$ cat config.mk
export PLATFORM = sky130hd
export DESIGN_NAME = dac_chain_host
export DESIGN_NICKNAME = d
export VERILOG_FILES = /design/src/rtl/dac_chain_pkg.sv /design/src/rtl/dac_tick_gen.sv /design/src/rtl/dac_bit_shifter.sv /design/src/rtl/dac_chain_host.sv
export SDC_FILE = /design/constraint.sdc
export NUM_CORES = 1
export LEC_CHECK = 0
export ABC_AREA = 1
export BUFFER_PORTS_ARGS = -buffer_cell sky130_fd_sc_hd__buf_2
export CAP_MARGIN = 20
export CORE_ASPECT_RATIO = 0.9
export CORE_MARGIN = 1.5
export CORE_UTILIZATION = 51
export DETAILED_ROUTE_END_ITERATION = 10
export PLACE_DENSITY = 0.77
export SETUP_SLACK_MARGIN = 0.02
export SYNTH_ARGS = -nofsm -noshare
export SYNTH_HDL_FRONTEND = slang
export SYNTH_SLANG_ARGS = --single-unit
$ cat constraint.sdc
create_clock -name clk -period 1.3 [get_ports clk]
set_input_delay 0 -clock clk [delete_from_list [all_inputs] [get_ports clk]]
set_output_delay 0 -clock clk [all_outputs]
set_load 0.05 [all_outputs]
$ cat src/rtl/dac_chain_pkg.sv
package dac_chain_pkg;
  localparam int FRAME_W = 24;

  typedef enum logic [3:0] {
    ST_IDLE,
    ST_CS_SETUP,
    ST_BIT_LO,
    ST_BIT_HI,
    ST_CS_REL,
    ST_LOAD_LO,
    ST_LOAD_HI,
    ST_LATCH_HI,
    ST_LATCH_LO
  } seq_state_t;
endpackage

$ cat src/rtl/dac_tick_gen.sv
module dac_tick_gen #(
  parameter int CLK_DIV = 2
) (
  input  logic clk,
  input  logic rst,
  input  logic run,
  input  logic restart,
  output logic tick
);
  localparam int CW = (CLK_DIV > 1) ? $clog2(CLK_DIV) : 1;
  localparam logic [CW-1:0] LAST = CW'(CLK_DIV - 1);

  logic [CW-1:0] cnt;

  assign tick = run && (cnt == LAST);

  always_ff @(posedge clk) begin
    if (rst || restart) begin
      cnt <= '0;
    end else if (run) begin
      if (cnt == LAST) cnt <= '0;
      else             cnt <= cnt + 1'b1;
    end
  end
endmodule

$ cat src/rtl/dac_bit_shifter.sv
module dac_bit_shifter #(
  parameter int NBITS = 24
) (
  input  logic             clk,
  input  logic             rst,
  input  logic             load,
  input  logic [NBITS-1:0] load_val,
  input  logic             advance,
  output logic             head,
  output logic             last
);
  localparam int CNT_W = $clog2(NBITS + 1);
  localparam logic [CNT_W-1:0] FULL = CNT_W'(NBITS);

  logic [NBITS-1:0] sr;
  logic [CNT_W-1:0] sent;

  assign head = sr[NBITS-1];
  assign last = (sent == FULL);

  always_ff @(posedge clk) begin
    if (rst) begin
      sr   <= '0;
      sent <= '0;
    end else if (load) begin
      sr   <= load_val;
      sent <= '0;
    end else if (advance) begin
      sr   <= {sr[NBITS-2:0], 1'b0};
      sent <= sent + 1'b1;
    end
  end
endmodule

$ cat src/rtl/dac_chain_host.sv
module dac_chain_host
  import dac_chain_pkg::*;
#(
  parameter int CHAIN_LEN = 3,
  parameter int CLK_DIV   = 2
) (
  input  logic                           clk,
  input  logic                           rst,
  input  logic                           start,
  input  logic [CHAIN_LEN*FRAME_W-1:0]   frames,
  output logic                           busy,
  output logic                           done,
  output logic                           sclk,
  output logic                           cs_n,
  output logic                           sdata,
  output logic                           load_n,
  output logic                           ldac
);
  localparam int NBITS = CHAIN_LEN * FRAME_W;

  seq_state_t state;
  logic       tick;
  logic       accept;
  logic       advance;
  logic       head;
  logic       last;

  assign accept  = (state == ST_IDLE) && start;
  assign advance = tick && ((state == ST_CS_SETUP) ||
                            (state == ST_BIT_HI && !last));

  dac_tick_gen #(.CLK_DIV(CLK_DIV)) u_tick (
    .clk     (clk),
    .rst     (rst),
    .run     (busy),
    .restart (accept),
    .tick    (tick)
  );

  dac_bit_shifter #(.NBITS(NBITS)) u_shift (
    .clk      (clk),
    .rst      (rst),
    .load     (accept),
    .load_val (frames),
    .advance  (advance),
    .head     (head),
    .last     (last)
  );

  always_ff @(posedge clk) begin
    if (rst) begin
      state  <= ST_IDLE;
      busy   <= 1'b0;
      done   <= 1'b0;
      sclk   <= 1'b1;
      cs_n   <= 1'b1;
      sdata  <= 1'b0;
      load_n <= 1'b1;
      ldac   <= 1'b0;
    end else begin
      done <= 1'b0;
      if (state == ST_IDLE) begin
        if (start) begin
          state <= ST_CS_SETUP;
          busy  <= 1'b1;
          cs_n  <= 1'b0;
        end
      end else if (tick) begin
        unique case (state)
          ST_CS_SETUP: begin
            state <= ST_BIT_LO;
            sclk  <= 1'b0;
            sdata <= head;
          end
          ST_BIT_LO: begin
            state <= ST_BIT_HI;
            sclk  <= 1'b1;
          end
          ST_BIT_HI: begin
            if (last) begin
              state <= ST_CS_REL;
              cs_n  <= 1'b1;
              sdata <= 1'b0;
            end else begin
              state <= ST_BIT_LO;
              sclk  <= 1'b0;
              sdata <= head;
            end
          end
          ST_CS_REL: begin
            state  <= ST_LOAD_LO;
            load_n <= 1'b0;
          end
          ST_LOAD_LO: begin
            state  <= ST_LOAD_HI;
            load_n <= 1'b1;
          end
          ST_LOAD_HI: begin
            state <= ST_LATCH_HI;
            ldac  <= 1'b1;
          end
          ST_LATCH_HI: begin
            state <= ST_LATCH_LO;
            ldac  <= 1'b0;
          end
          ST_LATCH_LO: begin
            state <= ST_IDLE;
            busy  <= 1'b0;
            done  <= 1'b1;
          end
          default: state <= ST_IDLE;
        endcase
      end
    end
  end
endmodule

==> metrics <==
register bit total from synthesis 91; Setup-failing EPs final 88; wire per inst 22.1 um; HP Class input pin to flop; area grow syn2layout 53.7%; Worst-Margin Slew 0.458 ns; global-route wire length before repair 25,100 um; CP Capture Type flop; Max Cap Viol 0; area of the mapped netlist 0.00472 mm2; most common cell in the netlist nand2_1; Worst R2R Start state[0]; Crit. Startpoint state[0]; RSZ-0062 raised after global routing yes; initial core utilization 52.2%; fin crit share 132%; commonest cells in the netlist nand2_1, dfxtp_1, a21oi_1; post-synthesis net count 793; core box area 0.00904 mm2; CTS max path bufs 2; crit path kind flop to flop; Root Driver clkbuf_8; Critical path buffers and inverters 3; DP Wirelength 7860 um; vias in the first global route 5,239; Nets 926; CTS H-tree depth 3; CP max FO 5; CP max stage delay 0.37 ns; Yosys top cell area share 38.6%; Slowest cell on crit path dfxtp_4; Slew headroom 69.5%; critical path's most frequent cell nand2_1; post-synthesis cell count 716; IO Port Bufs 81; Peak VDD IR 0.830 mV; Rows 33; Crit path required time 1.54 ns; Die H 94.2 um; clk sink count 91; number of library cell types mapped by synthesis 24; later-pin clock latency in the skew report 0.39 ns; largest net degree at the start of global routing 38; Tot GR Track Use 31.7%; die area 0.00984 mm2; leakage 3.16 nW; Reg clk slew, reported paths 0.09 ns; DRC Markers 0; hold path startpoint frames[36]; ys async rst share 0%; YS warnings 0; number of synthesized flops with an enable pin 0; final hold slack -0.00965 ns; Achievable Freq 0.585 GHz; failing checks hold timing, setup timing; run status finished, violations left; Placed Area 0.00548 mm2; leading area contributor after synthesis dfxtp_1; synth top area cells dfxtp_1, nand2_1, nand4_1, a21oi_1, nand3_1; initial antenna violation count 0; Die Wd 104 um; pre-CTS setup slack -0.188 ns; Top Family by Delay on Critical Path simple AND/OR/NAND/NOR gates; layout cell share with drive strength beyond 1 40.6%; Final min period 1.71 ns; crit-path cells nor2_4, buf_4, nand3_4, buf_12, clkbuf_16, nand2_1, nand2_1, nand2_1, a21oi_1; Routed Antenna Nets 0; GP Congestion 0.902; via-per-instance ratio 6.65; Most used DFF post-synth dfxtp_1; average size of a mapped cell 6.59 um2; setup ws final -0.410 ns; final instance area 0.00725 mm2; IO Count 82; register area share after synthesis 38.6%; CTS tree done; n_diodes 0; initial drt markers 1,037; Hold Violations, Final 5; via count 6,490; final WL 21,500 um; GR Overflow Total 0; Critical Path Source Type flop; Pwr Density 1490 mW/mm2; Arrival @ worst endpoint 1.95 ns; Setup Skew 0.0158 ns; cts bufs inserted 9; Slew Limit Fails 0; drt first pass iters 7
==> worst paths after layout <==
kind	slack, ns	endpoint	depth (start not counted)
worst max-delay path	-0.41	u_shift.sr[49]	9
worst min-delay path	-0.01	u_shift.sr[36]	5
worst max register to register	-0.41	u_shift.sr[49]	9
worst min register to register	0.48	u_shift.sr[25]	2
==> cells in the final DEF, fill, tap and decap left out, types with 14 or more instances in the layout <==
cell type,netlist,routed
a21oi_2,0,46
buf_2,38,81
nand2_1,268,215
buf_12,0,21
nand2_2,1,39
a21oi_1,85,39
buf_4,8,43
inv_1,23,18
nand3_1,79,50
nand2_4,1,14
dfxtp_1,91,84
nand3_2,1,28
nand4_1,75,75
==> power by group <==
part	total (mW)	switching, mW	internal [mW]
sequential	3.31	0.232	3.08
combinational	5.25	2.97	2.28
clock	2.27	1.08	1.19
total	10.8	4.28	6.55
==> worst register-to-register path, stage by stage (launching register included) <==
cell and delay [ns]:
dfxtp_4 0.37, nor2_4 0.24, buf_4 0.18, nand3_4 0.12, buf_12 0.18, clkbuf_16 0.16, nand2_1 0.08, nand2_1 0.09
nand2_1 0.09, a21oi_1 0.08
==> through the flow <==
stage	std cells	TNS, ns	utilization [%]	power, mW
floorplan	716	-0.399	-	5.35
global placement	901	-8.47	60.6	6.15
detailed placement	901	-10.62	60.6	6.24
CTS	955	-12.48	72.0	9.33
global route	976	-29.83	80.2	11.1
finish	976	-26.76	80.2	10.8
==> cell families (layout without fill, tap and decap cells) <==
kind of cell / Yosys count / after routing / synth area share, %
fa+ha+maj: 2 / 2 / 0.530
xor+xnor: 3 / 3 / 0.557
compound gates: 93 / 93 / 9.95
buf+inv: 88 / 225 / 8.67
flops: 91 / 91 / 38.6
simple gates: 439 / 440 / 41.7
==> registers in the layout, indices dropped and copies added, names as in the netlist <==
name,cells
busy,1
cs_n,1
done,1
ldac,1
load_n,1
sclk,1
sdata,1
state,4
u_shift.sent,7
u_shift.sr,72
u_tick.cnt,1
==> cell type report <==
class / instances / area [um2]
clock buffers: 12 / 155
repair buffers: 185 / 1800
inverters: 24 / 105
multi-input cells: 538 / 3120
clock inverters: 4 / 72.6
well taps: 122 / 153
flip-flops and latches: 91 / 1840
fillers: 479 / 1790
==> layer usage <==
metal / share of wire, % / track usage, %
met1: 34 / 37.9
met2: 44 / 56.4
met3: 12 / 5.06
met4: 9.2 / 14.4
met5: 0 / 0
==> what timing repair did <==
item / in CTS / in global routing
hold buffers: 11 / 0
setup endpoints to repair: 87 / 90
hold endpoints to repair: 11 / 0
pin swaps: 17 / 47
gates resized for setup: 67 / 135
buffers inserted: 18 / 14
cloned: 10 / 12
Note: power is estimated with default switching activity, not from simulation.
